### src/rtl/tbase_pkg.sv
package tbase_pkg;

    localparam int unsigned WORD_W = 16;

    // control word bit positions (software decodes these)
    localparam int unsigned B_FIXED1 = 15;
    localparam int unsigned B_IE     = 12;
    localparam int unsigned B_FLAG   = 11;
    localparam int unsigned B_CLR    = 10;
    localparam int unsigned B_SEL_LO = 8;

    typedef struct packed {
        logic       ie;
        logic       flag;
        logic [1:0] sel;
    } ctrl_t;

    localparam ctrl_t CTRL_RESET = '{ie: 1'b0, flag: 1'b0, sel: 2'b00};

    function automatic logic [WORD_W-1:0] pack_word(input ctrl_t c);
        logic [WORD_W-1:0] w;
        w                     = '0;
        w[B_FIXED1]           = 1'b1;
        w[B_IE]               = c.ie;
        w[B_FLAG]             = c.flag;
        w[B_CLR]              = 1'b1;
        w[B_SEL_LO+1:B_SEL_LO] = c.sel;
        return w;
    endfunction

endpackage

### src/rtl/tbase_counter.sv
module tbase_counter #(
    parameter int unsigned CNT_W = 19
) (
    input  logic             clk,
    input  logic             rst,
    input  logic             en,
    input  logic             clr,
    output logic [CNT_W-1:0] cnt
);
    logic [CNT_W-1:0] cnt_q;

    always_ff @(posedge clk) begin
        if (rst || clr)
            cnt_q <= '0;
        else if (en)
            cnt_q <= cnt_q + CNT_W'(1);
    end

    assign cnt = cnt_q;
endmodule

### src/rtl/tbase_tap_sel.sv
module tbase_tap_sel #(
    parameter int unsigned CNT_W = 19,
    parameter int unsigned EXP0  = 12,
    parameter int unsigned EXP1  = 14,
    parameter int unsigned EXP2  = 16,
    parameter int unsigned EXP3  = 19
) (
    input  logic [CNT_W-1:0] cnt,
    input  logic             en,
    input  logic [1:0]       sel,
    output logic             tick
);
    localparam int unsigned EXPS [4] = '{EXP0, EXP1, EXP2, EXP3};

    logic [3:0] hit;

    for (genvar g = 0; g < 4; g++) begin : g_tap
        // low EXPn bits all ones: next enabled step carries out of that tap
        assign hit[g] = &cnt[EXPS[g]-1:0];
    end

    assign tick = en & hit[sel];
endmodule

### src/rtl/tbase_ctrl_reg.sv
module tbase_ctrl_reg
    import tbase_pkg::*;
(
    input  logic              clk,
    input  logic              rst,
    input  logic              wr,
    input  logic [WORD_W-1:0] wdata,
    input  logic              tick,
    input  logic              mode_clr,
    output ctrl_t             ctrl,
    output logic              cnt_clr,
    output logic              set_evt,
    output logic [WORD_W-1:0] rdata
);
    ctrl_t ctrl_q;
    ctrl_t ctrl_d;
    logic  flag_clr;
    logic  unused_wbits;

    assign cnt_clr  = wr & ~wdata[B_CLR];
    assign set_evt  = tick & ~cnt_clr;
    assign flag_clr = (wr & ~wdata[B_FLAG]) | mode_clr;

    always_comb begin
        ctrl_d = ctrl_q;
        if (wr) begin
            ctrl_d.ie  = wdata[B_IE];
            ctrl_d.sel = wdata[B_SEL_LO+1:B_SEL_LO];
        end
        if (set_evt)
            ctrl_d.flag = 1'b1;
        else if (flag_clr)
            ctrl_d.flag = 1'b0;
    end

    always_ff @(posedge clk) begin
        if (rst)
            ctrl_q <= CTRL_RESET;
        else
            ctrl_q <= ctrl_d;
    end

    assign ctrl  = ctrl_q;
    assign rdata = pack_word(ctrl_q);
    assign unused_wbits = ^{wdata[15:13], wdata[7:0]};
endmodule

### src/rtl/tbase_timer.sv
module tbase_timer
    import tbase_pkg::*;
#(
    parameter int unsigned CNT_W = 19,
    parameter int unsigned EXP0  = 12,
    parameter int unsigned EXP1  = 14,
    parameter int unsigned EXP2  = 16,
    parameter int unsigned EXP3  = 19
) (
    input  logic        clk,
    input  logic        rst,
    input  logic        osc_en,
    input  logic        reg_wr,
    input  logic [15:0] reg_wdata,
    input  logic        stop_entry,
    input  logic        sub_to_main,
    input  logic        main_to_pll,
    output logic [15:0] reg_rdata,
    output logic        irq
);
    logic [CNT_W-1:0] cnt_q;
    logic             tick;
    logic             cnt_clr;
    logic             set_evt;
    logic             mode_clr;
    ctrl_t            ctrl_q;

    assign mode_clr = stop_entry | sub_to_main | main_to_pll;

    tbase_counter #(.CNT_W(CNT_W)) u_cnt (
        .clk (clk),
        .rst (rst),
        .en  (osc_en),
        .clr (cnt_clr),
        .cnt (cnt_q)
    );

    tbase_tap_sel #(
        .CNT_W(CNT_W), .EXP0(EXP0), .EXP1(EXP1), .EXP2(EXP2), .EXP3(EXP3)
    ) u_tap (
        .cnt  (cnt_q),
        .en   (osc_en),
        .sel  (ctrl_q.sel),
        .tick (tick)
    );

    tbase_ctrl_reg u_reg (
        .clk      (clk),
        .rst      (rst),
        .wr       (reg_wr),
        .wdata    (reg_wdata),
        .tick     (tick),
        .mode_clr (mode_clr),
        .ctrl     (ctrl_q),
        .cnt_clr  (cnt_clr),
        .set_evt  (set_evt),
        .rdata    (reg_rdata)
    );

    assign irq = ctrl_q.flag & ctrl_q.ie;
endmodule

### config.mk
export PLATFORM = sky130hd
export DESIGN_NAME = tbase_timer
export DESIGN_NICKNAME = d
export VERILOG_FILES = /design/src/rtl/tbase_pkg.sv /design/src/rtl/tbase_counter.sv /design/src/rtl/tbase_tap_sel.sv /design/src/rtl/tbase_ctrl_reg.sv /design/src/rtl/tbase_timer.sv
export SDC_FILE = /design/constraint.sdc
export NUM_CORES = 1
export LEC_CHECK = 0
export BUFFER_PORTS_ARGS = -buffer_cell sky130_fd_sc_hd__buf_4
export CORE_ASPECT_RATIO = 1.25
export CORE_MARGIN = 4
export CORE_UTILIZATION = 52
export CTS_BUF_LIST = sky130_fd_sc_hd__clkbuf_16
export CTS_CLUSTER_SIZE = 14
export DETAILED_ROUTE_END_ITERATION = 7
export PLACE_DENSITY = 0.91
export SYNTH_ARGS = -nofsm -noshare
export SYNTH_HDL_FRONTEND = slang
export SYNTH_SLANG_ARGS = --single-unit
### constraint.sdc
create_clock -name clk -period 2.8 [get_ports clk]
set_input_delay 0.42 -clock clk [delete_from_list [all_inputs] [get_ports clk]]
set_output_delay 0.42 -clock clk [all_outputs]
set_load 0.005 [all_outputs]
Word level (Yosys, flattened, before mapping). Cells that the tools add are included.

Logic and storage cells: 27. Output and inout bits: 17. Input bits: 23. Flip-flop bits (word level): 23.

Add/sub/neg operators: 1. Order comparisons: 1. Muxes and demuxes: 4. Bitwise logic cells: 11. Reduce and logical (&&, ||, !) cells: 6.

Operators by type and width (number): adder 19 x 1 -> 19 bit, second input constant (1); AND reduction 19 bit (1); AND reduction 16 bit (1); AND reduction 14 bit (1); AND reduction 12 bit (1); AND 1 bit (5); < comparator 2 x 3 -> 1 bit, second input constant (1); 2-to-1 mux 1 bit (3); NOT 1 bit (3); bitwise OR 1 bit (3); binary-select mux 1 bit (select 2 bit) (1); nonzero test 2 bit (1); logical OR 1 bit (1).

Depth between registers and ports, before layout.
Depth after elaboration: 6. Mapped depth: 5. Gate-level depth less buffers: 4.

Cells and area by module. From an unflattened synthesis, not the netlist that was laid out.

Cells, all modules: 150. Area total of the unflattened synthesis: 1248.7 um^2.

By module, submodules not included: tbase_counter (seq. area each 380.4 um^2, area each 877.1 um^2, times used 1, cells an instance 102); tbase_ctrl_reg (seq. area each 80.1 um^2, area each 292.8 um^2, times used 1, cells an instance 35); tbase_tap_sel (seq. area each 0.0 um^2, area each 66.3 um^2, times used 1, cells an instance 11); tbase_timer (seq. area each 0.0 um^2, area each 12.5 um^2, times used 1, cells an instance 2).

Worst setup path before layout. Ideal clock, no wire load.

Kind: input to register. Start: input port osc_en. End: register u_cnt.cnt_q[18], in the netlist u_cnt.cnt[18]. Data required time: 2.730 ns. Slack: 1.346 ns. Stages: 5. Setup time: 0.070 ns. Arrival time: 1.384 ns. Buffers on the path: 1. Cell sequence: buf_4 > and4_4 > nand4_4 > or3_1 > a21oi_1.

RTL lines: from (decl) (RTL line tbase_timer.sv:12) `input logic osc_en,`; to (signal assigned) (RTL line tbase_counter.sv:16) `cnt_q <= cnt_q + CNT_W'(1);`; to (decl) (RTL line tbase_counter.sv:10) `logic [CNT_W-1:0] cnt_q;`.

Worst setup path in the final report.
Start: register u_cnt.cnt_q[0], in the netlist u_cnt.cnt[0]. End: register u_cnt.cnt_q[16], in the netlist u_cnt.cnt[16].

Word-level cells in the longest chain between the ends: 1.

RTL lines (RTL line): adder 19 x 1 -> 19 bit (tbase_counter.sv:16).

No other way between the ends. A chain may end at the register's enable or synchronous reset.

==> results_dict.tcl <==
set metrics [dict create \
    syn-cell-area_um2 1140 \
    power.leakage_nw 0.514 \
    min_path_cells 2 \
    crit_type "flop to flop" \
    dp_hpwl_um 1600 \
    remaining_drc_errors 0 \
    worst_ir_drop_vdd_v 0.000461 \
    r2r_slack_ns 1.26 \
    cts_setup_buffers 0 \
    cts_hold_buf 0 \
    netlist-cell-type-count 28 \
    initial_utilization_pct 56.4 \
    root_buffer "clkbuf_16" \
    async_reset_ff_share_pct 0 \
    drtPass1Iterations 4 \
    synth_edf_count 0 \
    cp-start-kind "flop" \
    track_usage_pct 14.9 \
    maxCapViolations 0 \
    gp_congestion 0.783 \
    worst_slew_pin_slew_ns 0.600 \
    drtIter0Drc 5 \
    worstHoldStart "rst" \
    hp-class "input port to flop" \
    required_ns 2.98 \
    powerDensity_nw_per_um2 525 \
    mostFrequentLayoutCells "dfxtp_1, nor2_1, buf_4, conb_1" \
    setup_viol 0 \
    wl_per_cell_um 12.9 \
    syn_inst 130 \
    critPathBufInv 0 \
    fillers 180 \
    nNetsFinal 169 \
    path_max_fanout 8 \
    finalHoldViolations 0 \
    die_y_um 60.4 \
    final_max_slew_viol_count 0 \
    dp_cells 160 \
    fin_hold_ws_ns 0.354 \
    grt_pass1_vias 843 \
    synth-main-ff-cell "dfxtp_1" \
    grt_remaining_overflow 0 \
    reg2reg_to "u_cnt.cnt[16]" \
    dr_total_vias 907 \
    clk_pin_slew_ns 0.06 \
    worst_clock_skew_ns 0.00246 \
    rsz0062_at_grt "no" \
    clock.fmax_ghz 0.648 \
    layout-drive-gt1-share_pct 16.0 \
    avgSynthCellArea_um2 8.79 \
    cts_sinks 23 \
    setup_tns_ns 0 \
    grt_max_degree 21 \
    die_w_um 49.9 \
    place_area_um2 1210 \
    rr_worst_depth 4 \
    ys_seq_area_share_pct 40.3 \
    seq_area_um2 460 \
    finish.utilization_pct 63.8 \
    path_delay_family "simple AND/OR/NAND/NOR gates" \
    max_stage_delay_ns 0.39 \
    period_share_pct 55.1 \
    rr_startpoint "u_cnt.cnt[0]" \
    diodes 0 \
    path_cells "ha_1 -> nand4_4 -> or3_1 -> a21oi_1" \
    cp-end-kind "flop" \
    cts_buffers 3 \
    min_period_ns 1.54 \
    io_buffers 16 \
    ant_nets 0 \
    grt_pass1_wl_um 3430 \
    synth_seq_cells 23 \
    design.core.area_um2 2030 \
    clk_latency_ns 0.25 \
    slew_headroom_pct 60.0 \
    fp.dieArea_um2 3020 \
    hold-path-endpoint "u_reg.ctrl[0]" \
    yosysWarnings 0 \
    h-tree-depth 1 \
    multi_input_area_um2 604 \
    wirelength_um 2120 \
    viasPerCell 5.53 \
    cts_tree "yes" \
    mostFrequentLayoutCell "dfxtp_1" \
    status "finished clean" \
    slowest_stage "dfxtp_1" \
    cts.repair.resized 0 \
    io_pins 40 \
    final_area_um2 1290 \
    cts_max_path_buffers 2 \
    antenna_found_initial 0 \
    fp-row-count 18 \
    instances_no_fill 164 \
    synthToLayoutAreaGrowth_pct 13.3 \
    crit_arrival_ns 1.72 \
]
[worst register-to-register path, delay by kind of cell (launching register included)]
| family | cells | cell delay (ns) |
|---|---|---|
| AOI/OAI and AO/OA | 1 | 0.15 |
| DFF | 1 | 0.39 |
| adders and majority gates | 1 | 0.36 |
| and+or+nand+nor | 2 | 0.56 |
[sequential cells by signal, indices dropped and copies added (netlist names)]
register / flops
u_cnt.cnt: 19
u_reg.ctrl: 4
[final cells by class]
type / count / area share, %
Clock buffer: 3 / 5.80
Clock inverter: 1 / 0.387
Multi-Input combinational cell: 100 / 46.7
Timing Repair Buffer: 16 / 9.28
Sequential cell: 23 / 35.6
Tap cell: 20 / 1.93
Inverter: 1 / 0.290
[routing by layer]
layer	routed length [um]	global-route usage (%)
met5	0	0
met4	34	7.11
met3	110	3.44
met2	1120	29.3
met1	858	14.8
[synth_stat cells, drive strengths merged, types with 2 or more instances]
master	instances	area share, %
a21oi	6	2.6
buf	15	9.4
or3	6	3.3
nand4	8	5.7
dfxtp	23	40
nor2	16	5.3
a21o	2	1.3
and3	2	1.1
o21ai	7	3.1
nand3	5	2.2
and4	3	2.7
xor2	7	5.4
nor3	3	1.3
xnor2	5	3.8
nand2	6	2.0
nand4b	2	1.5
nor4	2	1.1
mux2i	4	3.5
conb	2	0.66
[how the worst max path moves through the flow]
stage	endpoint	start	slack, ns	depth (start not counted)
global placement	u_cnt.cnt[14]	osc_en	1.28	5
CTS	u_cnt.cnt[14]	u_cnt.cnt[0]	1.25	4
floorplan	u_cnt.cnt[18]	osc_en	1.35	5
finish	u_cnt.cnt[16]	u_cnt.cnt[0]	1.26	4
detailed placement	u_cnt.cnt[14]	osc_en	1.22	5
global route	u_cnt.cnt[14]	u_cnt.cnt[0]	1.17	4
[power by group]
part	internal (mW)	switching, mW	leakage, nW
clock	0.192	0.111	0.0409
combinational	0.0206	0.0202	0.287
sequential	0.332	0.00448	0.186
[kinds of logic (layout without fill, tap and decap cells)]
logic type      after synthesis  count (layout)  share of synthesized area (%)
other cells                   2              12                          0.657
compound gates               16              16                           7.89
fa+ha+maj                     1               1                           1.10
xor+xnor                     12              12                           9.20
flops                        23              23                           40.3
mux                           4               4                           3.51
simple gates                 55              55                           27.3
buf+inv                      17              21                           10.1
[through the flow]
stage               setup slack (ns)  total power [mW]
floorplan                       1.35             0.379
finish                          1.26             0.680
global route                    1.17             0.707
global placement                1.28             0.383
detailed placement              1.22             0.384
CTS                             1.25             0.689
(Power assumes the default switching activity.)
